File: config.mk
export PLATFORM = sky130hd
export DESIGN_NAME = agu_sp_unit
export DESIGN_NICKNAME = d
export VERILOG_FILES = /design/src/rtl/agu_pkg.sv /design/src/rtl/agu_addr_gen.sv /design/src/rtl/agu_ptr_calc.sv /design/src/rtl/agu_commit.sv /design/src/rtl/agu_sp_unit.sv
export SDC_FILE = /design/constraint.sdc
export NUM_CORES = 1
export LEC_CHECK = 0
export BUFFER_PORTS_ARGS = -buffer_cell sky130_fd_sc_hd__buf_4
export CAP_MARGIN = 20
export CORE_MARGIN = 1.5
export CORE_UTILIZATION = 35
export CTS_CLUSTER_DIAMETER = 200
export DETAILED_ROUTE_END_ITERATION = 16
export PLACE_DENSITY_LB_ADDON = 0.15
export SETUP_SLACK_MARGIN = 0.2
export SYNTH_ARGS = -nofsm -noshare
export SYNTH_HDL_FRONTEND = slang
export SYNTH_SLANG_ARGS = --single-unit
File: constraint.sdc
create_clock -name clk -period 9.6 [get_ports clk]
set_input_delay 0.48 -clock clk [delete_from_list [all_inputs] [get_ports clk]]
set_output_delay 0.48 -clock clk [all_outputs]
set_load 0.03 [all_outputs]
File: src/rtl/agu_pkg.sv
package agu_pkg;
  typedef enum logic [3:0] {
    OP_AT_HL      = 4'd0,
    OP_HI_IMM     = 4'd1,
    OP_HI_C       = 4'd2,
    OP_ABS        = 4'd3,
    OP_HL_POSTINC = 4'd4,
    OP_HL_POSTDEC = 4'd5,
    OP_PUSH       = 4'd6,
    OP_POP        = 4'd7,
    OP_SP_OFS     = 4'd8,
    OP_HL_SPOFS   = 4'd9,
    OP_HL_ADD     = 4'd10,
    OP_HL_INC     = 4'd11,
    OP_HL_DEC     = 4'd12,
    OP_SP_INC     = 4'd13,
    OP_SP_DEC     = 4'd14,
    OP_SP_FROM_HL = 4'd15
  } agu_op_e;

  function automatic logic is_mem_op(agu_op_e op);
    return (op inside {OP_AT_HL, OP_HI_IMM, OP_HI_C, OP_ABS,
                       OP_HL_POSTINC, OP_HL_POSTDEC, OP_PUSH, OP_POP});
  endfunction

  function automatic logic keeps_carry(agu_op_e op);
    return (op inside {OP_HL_INC, OP_HL_DEC, OP_SP_INC, OP_SP_DEC,
                       OP_SP_FROM_HL, OP_HL_POSTINC, OP_HL_POSTDEC});
  endfunction
endpackage

File: src/rtl/agu_addr_gen.sv
module agu_addr_gen
  import agu_pkg::*;
#(
  parameter int PTR_W = 16,
  parameter int OFS_W = 8
) (
  input  agu_op_e          op,
  input  logic [PTR_W-1:0] hl,
  input  logic [PTR_W-1:0] sp,
  input  logic [OFS_W-1:0] c_reg,
  input  logic [OFS_W-1:0] imm8,
  input  logic [PTR_W-1:0] imm16,
  output logic [PTR_W-1:0] addr,
  output logic             vld
);
  localparam logic [PTR_W-1:0] PAGE_BASE = {{(PTR_W-OFS_W){1'b1}}, {OFS_W{1'b0}}};
  localparam logic [PTR_W-1:0] STACK_STEP = PTR_W'(2);

  function automatic logic [PTR_W-1:0] page_addr(logic [OFS_W-1:0] low);
    return PAGE_BASE | {{(PTR_W-OFS_W){1'b0}}, low};
  endfunction

  // push address is formed here on its own, independent of the pointer unit
  function automatic logic [PTR_W-1:0] pre_push(logic [PTR_W-1:0] s);
    return s + ~STACK_STEP + PTR_W'(1);
  endfunction

  always_comb begin
    vld = is_mem_op(op);
    unique case (op)
      OP_HI_IMM: addr = page_addr(imm8);
      OP_HI_C:   addr = page_addr(c_reg);
      OP_ABS:    addr = imm16;
      OP_PUSH:   addr = pre_push(sp);
      OP_POP:    addr = sp;
      OP_AT_HL, OP_HL_POSTINC, OP_HL_POSTDEC: addr = hl;
      default:   addr = '0;
    endcase
  end
endmodule

File: src/rtl/agu_ptr_calc.sv
module agu_ptr_calc
  import agu_pkg::*;
#(
  parameter int PTR_W = 16,
  parameter int OFS_W = 8
) (
  input  agu_op_e          op,
  input  logic [PTR_W-1:0] hl,
  input  logic [PTR_W-1:0] sp,
  input  logic [OFS_W-1:0] imm8,
  input  logic [PTR_W-1:0] imm16,
  input  logic             cy_in,
  output logic [PTR_W-1:0] hl_nxt,
  output logic [PTR_W-1:0] sp_nxt,
  output logic             cy_nxt,
  output logic             hl_we,
  output logic             sp_we
);
  localparam int XW = PTR_W + 2;

  // sign-extended offset add; returns {carry, sum}
  function automatic logic [PTR_W:0] offset_add(logic [PTR_W-1:0] base,
                                                logic [OFS_W-1:0] off);
    logic [XW-1:0] t;
    t = {2'b00, base} + {{(XW-OFS_W){off[OFS_W-1]}}, off};
    return {t[XW-1] | t[XW-2], t[PTR_W-1:0]};
  endfunction

  function automatic logic [PTR_W:0] pair_add(logic [PTR_W-1:0] a,
                                              logic [PTR_W-1:0] b);
    return {1'b0, a} + {1'b0, b};
  endfunction

  function automatic logic [PTR_W-1:0] step(logic [PTR_W-1:0] v, logic up, int amt);
    return up ? v + PTR_W'(amt) : v - PTR_W'(amt);
  endfunction

  logic [PTR_W:0] ofs_res;
  logic [PTR_W:0] add_res;

  assign ofs_res = offset_add(sp, imm8);
  assign add_res = pair_add(hl, imm16);

  always_comb begin
    hl_nxt = hl;
    sp_nxt = sp;
    cy_nxt = cy_in;
    hl_we  = 1'b0;
    sp_we  = 1'b0;
    unique case (op)
      OP_HL_POSTINC, OP_HL_INC: begin hl_nxt = step(hl, 1'b1, 1); hl_we = 1'b1; end
      OP_HL_POSTDEC, OP_HL_DEC: begin hl_nxt = step(hl, 1'b0, 1); hl_we = 1'b1; end
      OP_PUSH:   begin sp_nxt = step(sp, 1'b0, 2); sp_we = 1'b1; end
      OP_POP:    begin sp_nxt = step(sp, 1'b1, 2); sp_we = 1'b1; end
      OP_SP_INC: begin sp_nxt = step(sp, 1'b1, 1); sp_we = 1'b1; end
      OP_SP_DEC: begin sp_nxt = step(sp, 1'b0, 1); sp_we = 1'b1; end
      OP_SP_OFS: begin
        sp_nxt = ofs_res[PTR_W-1:0]; cy_nxt = ofs_res[PTR_W]; sp_we = 1'b1;
      end
      OP_HL_SPOFS: begin
        hl_nxt = ofs_res[PTR_W-1:0]; cy_nxt = ofs_res[PTR_W]; hl_we = 1'b1;
      end
      OP_HL_ADD: begin
        hl_nxt = add_res[PTR_W-1:0]; cy_nxt = add_res[PTR_W]; hl_we = 1'b1;
      end
      OP_SP_FROM_HL: begin sp_nxt = hl; sp_we = 1'b1; end
      default: ;
    endcase
  end
endmodule

File: src/rtl/agu_commit.sv
module agu_commit #(
  parameter int PTR_W = 16
) (
  input  logic             clk,
  input  logic             rst,
  input  logic             en,
  input  logic [PTR_W-1:0] hl_nxt,
  input  logic [PTR_W-1:0] sp_nxt,
  input  logic             cy_nxt,
  input  logic             hl_we,
  input  logic             sp_we,
  output logic [PTR_W-1:0] hl_q,
  output logic [PTR_W-1:0] sp_q,
  output logic             cy_q,
  output logic             hl_wr,
  output logic             sp_wr
);
  always_ff @(posedge clk) begin
    if (rst) begin
      hl_q  <= '0;
      sp_q  <= '0;
      cy_q  <= 1'b0;
      hl_wr <= 1'b0;
      sp_wr <= 1'b0;
    end else begin
      hl_wr <= en & hl_we;
      sp_wr <= en & sp_we;
      if (en) begin
        hl_q <= hl_nxt;
        sp_q <= sp_nxt;
        cy_q <= cy_nxt;
      end
    end
  end
endmodule

File: src/rtl/agu_sp_unit.sv
module agu_sp_unit
  import agu_pkg::*;
#(
  parameter int PTR_W = 16,
  parameter int OFS_W = 8
) (
  input  logic             clk,
  input  logic             rst,
  input  logic             en_i,
  input  logic [3:0]       op_i,
  input  logic [PTR_W-1:0] hl_i,
  input  logic [PTR_W-1:0] sp_i,
  input  logic [OFS_W-1:0] c_i,
  input  logic [OFS_W-1:0] imm8_i,
  input  logic [PTR_W-1:0] imm16_i,
  input  logic             cy_i,
  output logic [PTR_W-1:0] mem_addr_o,
  output logic             addr_vld_o,
  output logic [PTR_W-1:0] hl_q_o,
  output logic [PTR_W-1:0] sp_q_o,
  output logic             cy_q_o,
  output logic             hl_wr_o,
  output logic             sp_wr_o
);
  agu_op_e          op;
  logic [PTR_W-1:0] hl_nxt, sp_nxt;
  logic             cy_nxt, hl_we, sp_we;

  assign op = agu_op_e'(op_i);

  agu_addr_gen #(.PTR_W(PTR_W), .OFS_W(OFS_W)) u_addr (
    .op(op), .hl(hl_i), .sp(sp_i), .c_reg(c_i), .imm8(imm8_i), .imm16(imm16_i),
    .addr(mem_addr_o), .vld(addr_vld_o)
  );

  agu_ptr_calc #(.PTR_W(PTR_W), .OFS_W(OFS_W)) u_ptr (
    .op(op), .hl(hl_i), .sp(sp_i), .imm8(imm8_i), .imm16(imm16_i), .cy_in(cy_i),
    .hl_nxt(hl_nxt), .sp_nxt(sp_nxt), .cy_nxt(cy_nxt), .hl_we(hl_we), .sp_we(sp_we)
  );

  agu_commit #(.PTR_W(PTR_W)) u_commit (
    .clk(clk), .rst(rst), .en(en_i),
    .hl_nxt(hl_nxt), .sp_nxt(sp_nxt), .cy_nxt(cy_nxt), .hl_we(hl_we), .sp_we(sp_we),
    .hl_q(hl_q_o), .sp_q(sp_q_o), .cy_q(cy_q_o), .hl_wr(hl_wr_o), .sp_wr(sp_wr_o)
  );

  AST_HIGH_PAGE_IMM: assert property (@(posedge clk) disable iff (rst)
    (op == OP_HI_IMM) |-> (&mem_addr_o[PTR_W-1:OFS_W]) && addr_vld_o
                          && (mem_addr_o[OFS_W-1:0] == imm8_i));
  AST_POSTINC_FROM_ADDR: assert property (@(posedge clk) disable iff (rst)
    (en_i && op == OP_HL_POSTINC) |=>
      hl_q_o == PTR_W'($past(mem_addr_o) + PTR_W'(1)));
  AST_PUSH_ADDR_IS_NEW_SP: assert property (@(posedge clk) disable iff (rst)
    (en_i && op == OP_PUSH) |=> sp_wr_o && (sp_q_o == $past(mem_addr_o)));
  AST_POP_STEP_FROM_ADDR: assert property (@(posedge clk) disable iff (rst)
    (en_i && op == OP_POP) |=>
      sp_q_o == PTR_W'($past(mem_addr_o) + PTR_W'(2)));
  AST_SPOFS_KEEPS_SP: assert property (@(posedge clk) disable iff (rst)
    (en_i && op == OP_HL_SPOFS) |=> hl_wr_o && !sp_wr_o);
  AST_STEP_KEEPS_CARRY: assert property (@(posedge clk) disable iff (rst)
    (en_i && op inside {OP_HL_INC, OP_HL_DEC, OP_SP_INC, OP_SP_DEC}) |=>
      cy_q_o == $past(cy_i));
  AST_IDLE_HOLDS: assert property (@(posedge clk) disable iff (rst)
    !en_i |=> $stable(hl_q_o) && $stable(sp_q_o) && $stable(cy_q_o)
              && !hl_wr_o && !sp_wr_o);
  AST_STROBES_EXCLUSIVE: assert property (@(posedge clk) disable iff (rst)
    $onehot0({hl_wr_o, sp_wr_o}));
endmodule

; Word level (Yosys, flattened, before mapping)
; Cells that the tools add are included.
[op_classes]
n_addsub = 10
eq_ne = 15
muxes = 6
bitwise = 3
n_reduce_logical = 8
[ops]
columns = cell, n
row1 = $pmux W16 S6, 2
row2 = $pmux W16 S4, 1
row3 = $add A16 B1 Y16 const B, 3
row4 = $eq A4 B4 Y1 const B, 8
row5 = $sub A16 B1 Y16 const B, 2
row6 = $add A17 B8 Y18, 1
row7 = $add A16 B16 Y17, 1
row8 = $add A16 B16 Y16 const B, 1
row9 = $add A16 B2 Y16 const B, 1
row10 = $eq A4 B3 Y1 const B, 4
row11 = $sub A16 B2 Y16 const B, 1
row12 = $reduce_or A6 Y1, 2
row13 = $eq A4 B2 Y1 const B, 2
row14 = $reduce_bool A8 Y1, 1
row15 = $reduce_or A2 Y1, 3
row16 = $eq A4 B1 Y1 const B, 1
row17 = $logic_not A4 Y1, 1
row18 = $reduce_or A3 Y1, 1
row19 = $and A1 B1 Y1, 2
row20 = $mux W1, 2
row21 = $pmux W1 S2, 1
row22 = $or A1 B1 Y1, 1
[word_totals]
reg_bits = 35
input_bits = 72
out_inout_bits = 52

; Logic depth before layout (Yosys ltp)
[depth]
depth_word = 4
mapped_depth = 12
mapped_depth_nobuf = 12

; Cells and area by module
; A second synthesis with hierarchy kept.
[unflattened]
cells_unflattened = 897
hier_area_um2 = 6618.8
[by_module_without_submodules]
columns = mod, instances, cells_each, area_each_um2, seq_area_each_um2
row1 = agu_ptr_calc, 1, 628, 4334.2, 0.0
row2 = agu_commit, 1, 111, 1261.2, 700.7
row3 = agu_addr_gen, 1, 158, 1023.5, 0.0

; Worst setup path after synthesis
; No wires, ideal clock.
[synth_path]
path_type = input to register
startpoint = input port op_i[1]
endpoint = register u_commit.hl_q[13]
arrival_ns = 4.130
required_ns = 9.465
path_slack_ns = 5.335
stages = 12
cell_sequence = buf_2 > buf_1 > nor3_1 > ha_1 > a211oi_1 > o21bai_1 > o41a_1 > a41oi_1 > a31oi_1 > xor2_1 > a221oi_1 > a211oi_1
[synth_via]
elab_chain_cells = 3
word_cells_on_any_way = 9
classes_between = eq/ne: 6 / mux: 1 / reduce/logical: 2
[synth_rtl]
columns = item, line_no
row1 = start: declaration, agu_sp_unit.sv:10  ; input logic [3:0] op_i,
row2 = $eq A4 B3 Y1 or $eq A4 B4 Y1 (tied branches), agu_ptr_calc.sv:50  ; unique case (op)
row3 = $reduce_or A2 Y1, --
row4 = $pmux W16 S4 *, agu_ptr_calc.sv:50
row5 = end signal: assignment, agu_commit.sv:29  ; hl_q <= hl_nxt;
row6 = end: declaration, agu_commit.sv:12  ; output logic [PTR_W-1:0] hl_q,
; Every way passes the cells marked *; elsewhere a longest branch is shown, timed or not.
; A chain may end at the register's enable or synchronous reset.

; Final worst setup path
[layout_path]
startpoint = input port op_i[2]
endpoint = output port mem_addr_o[8]
[layout_via]
elab_chain_cells = 3
word_cells_on_any_way = 10
classes_between = eq/ne: 7 / mux: 1 / reduce/logical: 2
[layout_rtl]
columns = item, line_no
row1 = $eq A4 B3 Y1 or $logic_not A4 Y1 (tied branches), agu_addr_gen.sv:30  ; unique case (op)
row2 = $reduce_or A3 Y1, agu_addr_gen.sv:30
row3 = $pmux W16 S6 *, agu_addr_gen.sv:30
row4 = end: declaration, agu_sp_unit.sv:17  ; output logic [PTR_W-1:0] mem_addr_o,
; Marked as above.

==> metrics.md <==
| Metric | Value |
|---|---|
| Clock Pin Slew Worst Setup and Hold Paths | `0.06 ns` |
| Routed wire length | `25200 µm` |
| Synth Warn # | `0` |
| Layout cells sized above 1 | `16.1%` |
| RR Startpoint | `u_commit.sp_q[11]` |
| H-tree level count | `2` |
| ANT nets after route | `0` |
| Drt via density | `6.05` |
| Port Buffers | `123` |
| Mean post-synth cell area | `7.28 µm²` |
| Hold Startpoint | `u_commit.sp_q[6]` |
| Fmax | `0.262 GHz` |
| Setup bufs post-CTS | `0` |
| Critical Path Slowest Stage Cell | `inv_1` |
| Layout fillers | `1903` |
| CTS tree | `done` |
| Status | `finished, final reports clean` |
| Max cap viols | `0` |
| Endpoints failing hold | `0` |
| 1st-pass router iterations | `5` |
| Worst vdd ir | `0.0000665 V` |
| Buf/Inv on CP | `4` |
| First-pass GRT wire length | `39600 µm` |
| Critical path type | `in -> out` |
| Synthesized cell area | `0.00638 mm²` |
| Area delta synth->final | `19.7%` |
| Initial antenna violation count | `0` |
| Number of global-route vias before repair | `6786` |
| DIE WIDTH | `138 µm` |
| Largest net degree at the start of global routing | `49` |
| Cts bufs inserted | `5` |
| Cells after synthesis | `877` |
| Req. time, crit path | `9.12 ns` |
| Register area share after synthesis | `11.0%` |
| Cell variety after synth | `78` |
| Resized cells post-CTS | `0` |
| Sw Ratio | `43.8%` |
| Setup TNS | `0 ns` |
| Root Buffer | `clkbuf_16` |
| Synth Area in Adders | `17.7%` |
| DP HPWL | `19400 µm` |
| Power share of the clock group | `24.8%` |
| Syn nets | `1037` |
| Max-Slew Margin vs Limit | `24.6%` |
| Critical Path Start Type | `input pin` |
| Crit-path max FO | `20` |
| Vias post-DR | `7248` |
| Clk_skew | `0 ns` |
| Final setup viols | `0` |
| Final Max Tran Viols | `0` |
| Num rows | `49` |
| Fin util | `42.7%` |
| Final period util | `39.7%` |
| Clk buf depth | `2` |
| Chip height | `138 µm` |
| DR DRC count | `0` |
| # clock sinks | `35` |
| Crit path capture type | `output port` |
| Share of the synthesized area in the top cell type | `16.5%` |
| CP peak stage delay | `0.81 ns` |
| Critical Path AT | `3.33 ns` |
| Post-synth EDFFs | `0` |
| CTS Hold Bufs | `0` |
| Most common cell in the netlist | `nand2_1` |
| RSZ-0062 raised after global routing | `no` |
| Grt ovf | `0` |
| Internal | `0.000424 W` |
| Area of the core | `0.0179 mm²` |
| Crit. Startpoint | `op_i[2]` |
| Antenna Cells | `0` |
| Sequential power share | `21.7%` |
| Synth area leaders | `ha_1 (16%), dfxtp_1 (11%), xnor2_1 (7.3%), a21oi_1 (6.0%), nand2_1 (5.4%)` |
| Top cells by instance count after synthesis | `nand2_1 (91), ha_1 (84), nor2_1 (79), a21oi_1 (77), xnor2_1 (53)` |
| DR iter-0 viols | `744` |
| Ys async rst share | `0%` |
| Multiplexer share of the synthesized area | `0.784%` |
| XOR/XNOR Fraction of Synth Area | `10.4%` |
| Worst-Skew Late Latency | `0.30 ns` |
| Pwr/cell area | `98.8 mW/mm²` |
| Largest family of logic cells by synthesized area | `compound AO/OA/AOI/OAI gates` |
| Ys flop type | `dfxtp_1` |
| Crit path cell chain | `buf_4, inv_1, nor2_1, nand3_1, inv_1, ha_1, a21oi_1, a41oi_1, buf_4` |
| Worst Max-Slew Pin Slew | `1.12 ns` |
| Total GRT Usage | `25.9%` |
| Switching pwr | `0.000331 W` |
| GP Congestion | `0.948` |
| Layout Nets | `1128` |
| Yosys top cell by area | `ha_1` |
| Hold Crit Class | `reg -> reg` |
| Post-synthesis compound-gate area fraction | `33.5%` |
| Simple-gate portion of the synthesized area | `21.8%` |
| Die Area | `0.0191 mm²` |
| Family with the most delay on the worst path | `buffers and inverters` |
| P_leak | `3.23 nW` |
| WL per Instance | `21.1 µm` |
| Logic gate share of total power | `53.5%` |
| Ports | `124` |
| Seq cells post-synth | `35` |
| Final Critical Period | `3.81 ns` |
| Initial Util | `35.7%` |
[layout make-up]
type,count,area [µm²],area share (%)
timing repair buffer,132,998,13.1
multi-input combinational,767,5400,70.6
clock buffer,8,156,2.05
tap,229,287,3.75
sequential,35,701,9.17
inverter,27,101,1.33
[path summary, 6_finish.rpt]
kind	slack [ns]	cells after the start	to
worst max-delay path	5.79	9	mem_addr_o[8]
worst min-delay path	0.47	2	u_commit.sp_q[6]
worst max register to register	8.48	3	u_commit.sp_q[11]
worst min register to register	0.47	2	u_commit.sp_q[6]
[logic make-up (layout without fill, tap and decap cells)]
family          after synthesis  count (layout)
buf+inv                      75             167
mux                           5               5
compound gates              305             305
flops                        35              35
xor+xnor                     76              76
simple gates                293             293
fa+ha+maj                    88              88
[metal layers]
layer	wire length [µm]	global-route usage, %	up-vias
li1	-	-	3518
met1	11400	36.0	3446
met2	11700	42.4	255
met3	1700	3.33	29
met4	458	6.04	0
met5	0	0	-
[worst reg2reg max path, delay by kind of cell (launching register included)]
family | cells | cell delay, ns
AO/OA/AOI/OAI | 3 | 0.65
flip-flops | 1 | 0.34
[stage by stage]
step / worst slack, ns / instance area, µm² / std cells / hold slack [ns] / power, W
6_report: 5.79 / 7640 / 1198 / 0.473 / 0.000755
5_1_grt: 5.59 / 7640 / 1198 / 0.486 / 0.000800
4_1_cts: 5.79 / 7610 / 1195 / 0.475 / 0.000753
3_5_place_dp: 5.60 / 7450 / 1187 / 0.464 / 0.000564
3_3_place_gp: 5.65 / 7450 / 1187 / 0.460 / 0.000564
2_1_floorplan: 5.34 / 6380 / 877 / 0.578 / 0.000429
[cell usage in the layout (no fill, tap or decap), types with 15 or more instances in the layout]
cell type	n
buf_4	130
nand2_1	91
ha_1	84
nor2_1	79
a21oi_1	77
xnor2_1	53
o21ai_0	40
nor3_1	36
dfxtp_1	35
inv_1	26
xor2_1	23
a221oi_1	22
a31oi_1	20
a21o_1	18
a41oi_1	15
[power groups by stage]
stage	sequential, W	clock, W	combinational [W]
floorplan	0.000190	0	0.000239
global placement	0.000167	0	0.000397
detailed placement	0.000168	0	0.000397
CTS	0.000164	0.000190	0.000398
global route	0.000166	0.000195	0.000439
finish	0.000164	0.000187	0.000404
[state kept, by name (all words and copies together), names as in the netlist]
register	flops
u_commit.sp_wr	1
u_commit.hl_q	16
u_commit.hl_wr	1
u_commit.sp_q	16
u_commit.cy_q	1
Note: power is estimated with default switching activity, not from simulation.
